[config.mk]
export PLATFORM = sky130hd
export DESIGN_NAME = dbuf_timer
export DESIGN_NICKNAME = d
export VERILOG_FILES = /design/src/rtl/dbuf_timer_pkg.sv /design/src/rtl/dbuf_timer_shadow.sv /design/src/rtl/dbuf_timer_count.sv /design/src/rtl/dbuf_timer_wave.sv /design/src/rtl/dbuf_timer.sv
export SDC_FILE = /design/constraint.sdc
export NUM_CORES = 1
export LEC_CHECK = 0
export ABC_AREA = 1
export BUFFER_PORTS_ARGS = -buffer_cell sky130_fd_sc_hd__buf_2
export CORE_ASPECT_RATIO = 1.2
export CORE_MARGIN = 1
export CORE_UTILIZATION = 30
export CTS_CLUSTER_SIZE = 8
export DETAILED_ROUTE_END_ITERATION = 10
export HOLD_SLACK_MARGIN = 0.15
export REMOVE_ABC_BUFFERS = 1
export SLEW_MARGIN = 30
export SYNTH_ARGS = -nofsm -noshare
export SYNTH_HDL_FRONTEND = slang
export SYNTH_SLANG_ARGS = --single-unit
export TNS_END_PERCENT = 30
[constraint.sdc]
create_clock -name clk -period 2.5 [get_ports clk]
set_input_delay 0.125 -clock clk [delete_from_list [all_inputs] [get_ports clk]]
set_output_delay 0.125 -clock clk [all_outputs]
set_load 0.05 [all_outputs]
[src/rtl/dbuf_timer_pkg.sv]
// Package: shared types for the double-buffered timer.
// Assumes: nothing beyond standard SystemVerilog.
package dbuf_timer_pkg;

    // Direction of the dual-slope ramp; single-slope always uses DIR_UP.
    typedef enum logic {
        DIR_UP   = 1'b0,
        DIR_DOWN = 1'b1
    } dir_e;

    // Index of each buffered channel inside the shadow array.
    localparam int CH_PER = 0;
    localparam int CH_CMP = 1;
    localparam int N_CH   = 2;

endpackage

[src/rtl/dbuf_timer_shadow.sv]
// Module: one buffered register (buffer, valid flag and active copy).
// The buffer takes each write and sets the flag. On a load strobe with the
// flag set, the buffer is copied into the active register and the flag
// clears, unless a write lands on the same edge. Then the old buffer
// value is copied and the flag stays set.
// Assumes: load is a single-cycle strobe from the owning control logic.
module dbuf_timer_shadow #(
    parameter int           W       = 16,
    parameter logic [W-1:0] RST_VAL = '0
) (
    input  logic         clk,
    input  logic         rst_n,
    input  logic         wr,
    input  logic [W-1:0] wdata,
    input  logic         load,
    output logic [W-1:0] active,
    output logic         valid
);

    logic [W-1:0] buf_q;
    logic         take;

    // Copy only when something is pending.
    assign take = load && valid;

    // Buffer, flag and active register update.
    always_ff @(posedge clk) begin
        if (!rst_n) begin
            buf_q  <= '0;
            active <= RST_VAL;
            valid  <= 1'b0;
        end else begin
            if (take) begin
                active <= buf_q;
            end
            if (wr) begin
                buf_q <= wdata;
                valid <= 1'b1;
            end else if (take) begin
                valid <= 1'b0;
            end
        end
    end

endmodule

[src/rtl/dbuf_timer_count.sv]
// Module: counter core with single- and dual-slope ramps.
// The priority order is: direct write, then restart, then counting.
// bottom_evt marks a counting edge that wraps (single-slope) or turns up
// from zero (dual-slope). match_evt marks a counting edge at the compare
// value. ovf is bottom_evt registered.
// Assumes: per and cmp are stable active values from the shadow registers.
module dbuf_timer_count
    import dbuf_timer_pkg::*;
#(
    parameter int W = 16
) (
    input  logic         clk,
    input  logic         rst_n,
    input  logic         run,
    input  logic         dual_slope,
    input  logic         cnt_wr,
    input  logic [W-1:0] cnt_data,
    input  logic         restart,
    input  logic [W-1:0] per,
    input  logic [W-1:0] cmp,
    output logic [W-1:0] count,
    output logic         bottom_evt,
    output logic         match_evt,
    output logic         ovf
);

    localparam logic [W-1:0] ONE = W'(1);

    dir_e         dir_q;
    dir_e         dir_nxt;
    logic [W-1:0] cnt_nxt;
    logic         counting;
    logic         at_top;
    logic         at_zero;
    logic         per_zero;

    assign counting  = run && !cnt_wr && !restart;
    assign at_top    = (count >= per);
    assign at_zero   = (count == '0);
    assign per_zero  = (per == '0);
    assign match_evt = counting && (count == cmp);

    // Next count, next direction and bottom detection for a counting edge.
    always_comb begin
        cnt_nxt    = count;
        dir_nxt    = dir_q;
        bottom_evt = 1'b0;
        if (counting) begin
            if (!dual_slope) begin
                dir_nxt = DIR_UP;
                if (at_top) begin
                    cnt_nxt    = '0;
                    bottom_evt = 1'b1;
                end else begin
                    cnt_nxt = count + ONE;
                end
            end else if (per_zero) begin
                cnt_nxt    = '0;
                dir_nxt    = DIR_UP;
                bottom_evt = 1'b1;
            end else if (dir_q == DIR_UP) begin
                if (at_top) begin
                    cnt_nxt = count - ONE;
                    dir_nxt = DIR_DOWN;
                end else begin
                    cnt_nxt = count + ONE;
                end
            end else begin
                if (at_zero) begin
                    cnt_nxt    = ONE;
                    dir_nxt    = DIR_UP;
                    bottom_evt = 1'b1;
                end else begin
                    cnt_nxt = count - ONE;
                end
            end
        end
    end

    // Counter and direction registers with write/restart priority.
    always_ff @(posedge clk) begin
        if (!rst_n) begin
            count <= '0;
            dir_q <= DIR_UP;
        end else if (cnt_wr) begin
            count <= cnt_data;
        end else if (restart) begin
            count <= '0;
            dir_q <= DIR_UP;
        end else begin
            count <= cnt_nxt;
            dir_q <= dir_nxt;
        end
    end

    // Overflow pulse, one cycle after each bottom edge.
    always_ff @(posedge clk) begin
        if (!rst_n) begin
            ovf <= 1'b0;
        end else begin
            ovf <= bottom_evt;
        end
    end

endmodule

[src/rtl/dbuf_timer_wave.sv]
// Module: compare waveform generator.
// Single-slope: set on match, clear on wrap, clear wins on a tie.
// Dual-slope: toggle on every match.
// Assumes: match_evt and bottom_evt only pulse on counting edges.
module dbuf_timer_wave (
    input  logic clk,
    input  logic rst_n,
    input  logic dual_slope,
    input  logic bottom_evt,
    input  logic match_evt,
    output logic wave
);

    // Waveform register update per mode.
    always_ff @(posedge clk) begin
        if (!rst_n) begin
            wave <= 1'b0;
        end else if (dual_slope) begin
            if (match_evt) begin
                wave <= !wave;
            end
        end else if (bottom_evt) begin
            wave <= 1'b0;
        end else if (match_evt) begin
            wave <= 1'b1;
        end
    end

endmodule

[src/rtl/dbuf_timer.sv]
// Module: double-buffered 16-bit timer top.
// Combines the period and compare shadow registers (built in a generate
// loop), the counter core and the waveform generator. A bottom edge loads
// both buffers. upd_cmd also loads the period buffer.
// Assumes: all inputs are synchronous to clk.
module dbuf_timer
    import dbuf_timer_pkg::*;
#(
    parameter int W = 16
) (
    input  logic         clk,
    input  logic         rst_n,
    input  logic         run,
    input  logic         dual_slope,
    input  logic         per_buf_wr,
    input  logic [W-1:0] per_buf_data,
    input  logic         cmp_buf_wr,
    input  logic [W-1:0] cmp_buf_data,
    input  logic         upd_cmd,
    input  logic         cnt_wr,
    input  logic [W-1:0] cnt_data,
    input  logic         restart,
    output logic [W-1:0] count,
    output logic         ovf,
    output logic         wave,
    output logic         per_valid,
    output logic         cmp_valid
);

    localparam logic [W-1:0] PER_INIT = {W{1'b1}};
    localparam logic [W-1:0] CMP_INIT = {W{1'b0}};

    logic [N_CH-1:0] sh_wr;
    logic [N_CH-1:0] sh_ld;
    logic [N_CH-1:0] sh_vld;
    logic [W-1:0]    sh_wdata [N_CH];
    logic [W-1:0]    sh_act   [N_CH];
    logic            bottom_evt;
    logic            match_evt;

    // Route channel strobes and data into the shadow array.
    always_comb begin
        sh_wr[CH_PER]    = per_buf_wr;
        sh_wr[CH_CMP]    = cmp_buf_wr;
        sh_wdata[CH_PER] = per_buf_data;
        sh_wdata[CH_CMP] = cmp_buf_data;
        sh_ld[CH_PER]    = bottom_evt || upd_cmd;
        sh_ld[CH_CMP]    = bottom_evt;
    end

    for (genvar i = 0; i < N_CH; i++) begin : g_shadow
        dbuf_timer_shadow #(
            .W       (W),
            .RST_VAL ((i == CH_PER) ? PER_INIT : CMP_INIT)
        ) u_shadow (
            .clk    (clk),
            .rst_n  (rst_n),
            .wr     (sh_wr[i]),
            .wdata  (sh_wdata[i]),
            .load   (sh_ld[i]),
            .active (sh_act[i]),
            .valid  (sh_vld[i])
        );
    end

    assign per_valid = sh_vld[CH_PER];
    assign cmp_valid = sh_vld[CH_CMP];

    dbuf_timer_count #(
        .W (W)
    ) u_count (
        .clk        (clk),
        .rst_n      (rst_n),
        .run        (run),
        .dual_slope (dual_slope),
        .cnt_wr     (cnt_wr),
        .cnt_data   (cnt_data),
        .restart    (restart),
        .per        (sh_act[CH_PER]),
        .cmp        (sh_act[CH_CMP]),
        .count      (count),
        .bottom_evt (bottom_evt),
        .match_evt  (match_evt),
        .ovf        (ovf)
    );

    dbuf_timer_wave u_wave (
        .clk        (clk),
        .rst_n      (rst_n),
        .dual_slope (dual_slope),
        .bottom_evt (bottom_evt),
        .match_evt  (match_evt),
        .wave       (wave)
    );

endmodule

==> qor.yml <==
status:
  status: "finished clean"
setup_path:
  r2r_start: "g_shadow[0].u_shadow.active[7]"
  cpPeakStageDelay_ps: 350
  cp_slowest_cell: "dfxtp_1"
  cp_common_cell: "nand2_1"
  worstPathArrival_ps: 2440
  cp_top_family: "simple AND/OR/NAND/NOR gates"
  cp-start-kind: "flop"
  critPathRequiredTime_ps: 2710
  path_cells: "inv_1, ha_1, nand2_1, inv_2, nand2_1, nor2_1, nor2_1, nand2_1, nand2_1, nand3_4, nand3_4, nand2_8, nand2_4, nand2_1, nand3_1"
  end_kind: "flop"
  criticalPathCategory: "flop to flop"
  cp_max_fo: 16
  cp_num_buf_inv: 2
  worstSetupStartpoint: "g_shadow[0].u_shadow.active[7]"
yosys:
  ys_seq_area_frac: 0.322
  synth_mux_area_frac: 0
  yosys.area_share.simple: 0.372
  postSynthCellCount: 738
  synth_seq_cells: 85
  synth_xor_area_frac: 0.0498
  syn_area_per_cell_um2: 7.15
  synth_compound_area_frac: 0.123
  yosysWarnings: 0
  synth_top_family_by_area: "simple AND/OR/NAND/NOR gates"
  synthAdderAreaFrac: 0.0450
  synth_area_mm2: 0.00528
  synth_cell_types: 38
clocking:
  numCtsBuffers: 9
  root_buffer: "clkbuf_16"
  clock-sinks: 85
  h-tree-depth: 3
  worstSkewPairLatency_ps: 340
  clkTransAtPathRegs_ps: 70
  cts_tree: "yes"
  clk_path_buf_depth: 2
finish:
  finalNetCount: 937
  drive_above_1_share: 0.230
  diodes: 0
  post-route-util: 0.393
  fillers: 1850
  syn2layout_area_growth_pct: 26.9
drt:
  postRouteAntennaNets: 0
  drt_iter0_markers: 236
  wl_per_cell_um: 14.3
  avgViaCountPerCell: 4.76
  drc: 0
  vias: 5145
  dr.pass1.iters: 4
  drt-total-wl_mm: 15.4
placed_design:
  place.gp.congestion: 0.896
  dp_hpwl_mm: 11.5
  dp_slack_ps: 174
  io_buffers: 76
global_route:
  grt_pass1_wl_mm: 25.3
  grt_pass1_vias: 4969
  grt.total_usage: 0.180
  antenna_found_initial: 0
  overflow: 0
  grt_max_degree: 49
timing:
  slew_headroom: 0.467
  worstMarginPinSlew_ps: 794
  finalHoldViolCount: 0
  setup_slack_ps: 272
  fin_setup_tns_ps: 0
  fmax_ghz: 0.449
  post-route-min-period_ps: 2230
  post-route-period-util: 0.891
  slew_viol_final: 0
  skew_ps: 12.1
  setup_viol: 0
  rsz0062_at_grt: "false"
power_and_ir_drop:
  sw_frac_of_total: 0.306
  clockPowerShare: 0.390
  p_sw_uw: 1150
  p_comb_frac: 0.212
  power.leakage_uw: 0.00327
  p_int_uw: 2600
  power_frac_seq: 0.399
  ir_drop_uv: 313
  powerDensity_mw_per_mm2: 560
flow_run:
  drv_cap: 0
floorplan:
  coreArea_mm2: 0.0170
  num_rows: 52
  boundaryPins: 77
  die_w_um: 123
  floorplan.initialDensity: 0.310
  die_y_um: 147
  dieArea_mm2: 0.0181
min_path:
  min_from: "cnt_data[11]"
  hold_class: "primary input to flop"
-- per-stage QoR --
stage / hold WS [ps] / total power (uW) / cells / area (um^2)
floorplan: 197 / 1990 / 706 / 5100
global placement: 347 / 2250 / 1018 / 5900
detailed placement: 354 / 2260 / 1018 / 5900
CTS: 169 / 3780 / 1076 / 6640
global route: 201 / 3930 / 1082 / 6700
finish: 170 / 3750 / 1082 / 6700
-- sequential cells by signal, indices dropped and copies added (netlist names) --
name	count
u_count.ovf	1
u_count.dir_q	1
g_shadow.u_shadow.buf_q	32
u_wave.wave	1
g_shadow.u_shadow.active	32
u_count.count	16
g_shadow.u_shadow.valid	2
-- cell usage after synthesis, drive strengths merged --
cell type	n	area, um^2
xor2	25	219
dfxtp	85	1700
xnor2	5	43.8
nand3b	8	148
ha	19	238
o21bai	1	7.51
clkinv	3	11.3
or2	1	6.26
nand4	11	90.1
a21oi	49	272
o21ai	74	370
nand3	85	528
nor3	13	70.1
nor4	2	12.5
buf	15	119
inv	69	272
clkbuf	17	63.8
nor2	118	529
nand2	138	578
-- power groups by stage --
stage	sequential, uW	clock (uW)	combinational, uW
floorplan	1620	0	368
global placement	1520	0	729
detailed placement	1530	0	732
CTS	1490	1500	786
global route	1500	1550	879
finish	1490	1460	794
-- area by class of cell --
cell class | count | area (um^2) | area share
inverters | 72 | 283 | 0.0422
repair buffers | 144 | 996 | 0.149
well taps | 216 | 270 | 0.0403
clock buffers | 9 | 225 | 0.0336
clock inverters | 7 | 98.8 | 0.0148
multi-input cells | 549 | 3120 | 0.466
flip-flops and latches | 85 | 1700 | 0.254
-- metal layers --
| metal | vias to the layer above | routed length (um) | global-route usage |
|---|---|---|---|
| met5 | - | 0 | 0 |
| met4 | 0 | 548 | 0.0783 |
| met3 | 37 | 585 | 0.0237 |
| li1 | 2656 | - | - |
| met1 | 2338 | 7000 | 0.227 |
| met2 | 114 | 7310 | 0.304 |
-- cell families after synthesis --
kind of cell,after synthesis
XOR/XNOR,30
AO/OA/AOI/OAI,124
adder cells (fa/ha/maj),19
flip-flops,85
buffers and inverters,104
AND/OR/NAND/NOR,376
-- final timing paths --
check	to	slack, ps	depth (start not counted)
worst min register to register	g_shadow[0].u_shadow.active[15]	470	2
worst max-delay path	g_shadow[0].u_shadow.active[2]	270	15
worst min-delay path	u_count.count[11]	170	3
worst max register to register	g_shadow[0].u_shadow.active[2]	270	15
-- cells in the final DEF (no fill, tap or decap), types with 2 or more instances in the layout --
cell type,n
nand2_1,121
nor2_1,107
dfxtp_1,83
buf_2,76
nand3_1,69
o21ai_0,58
inv_1,52
a21oi_1,42
dlygate4sd3_1,42
buf_4,26
xor2_1,25
ha_1,19
o21ai_1,16
inv_2,15
nand2_2,13
nand3_2,13
nor3_1,12
nand4_1,9
nor2_4,9
clkbuf_16,9
nand3b_4,7
a21oi_2,7
xnor2_1,5
nand3_4,3
nand2_4,3
clkinv_1,3
inv_6,2
nor4_1,2
clkinv_4,2
bufinv_16,2
dfxtp_2,2
-- worst min-delay path, stage by stage --
cell and delay [ps]:
buf_2 90, o21ai_0 70, a21oi_1 170
-- timing repair --
action | CTS | global route
hold buffers | 42 | 0
buffers inserted | 0 | 6
endpoints found under the setup margin | 0 | 17
endpoints found under the hold margin | 41 | 0
resized for setup | 0 | 4
No activity file was read; power rests on OpenSTA's default activity.
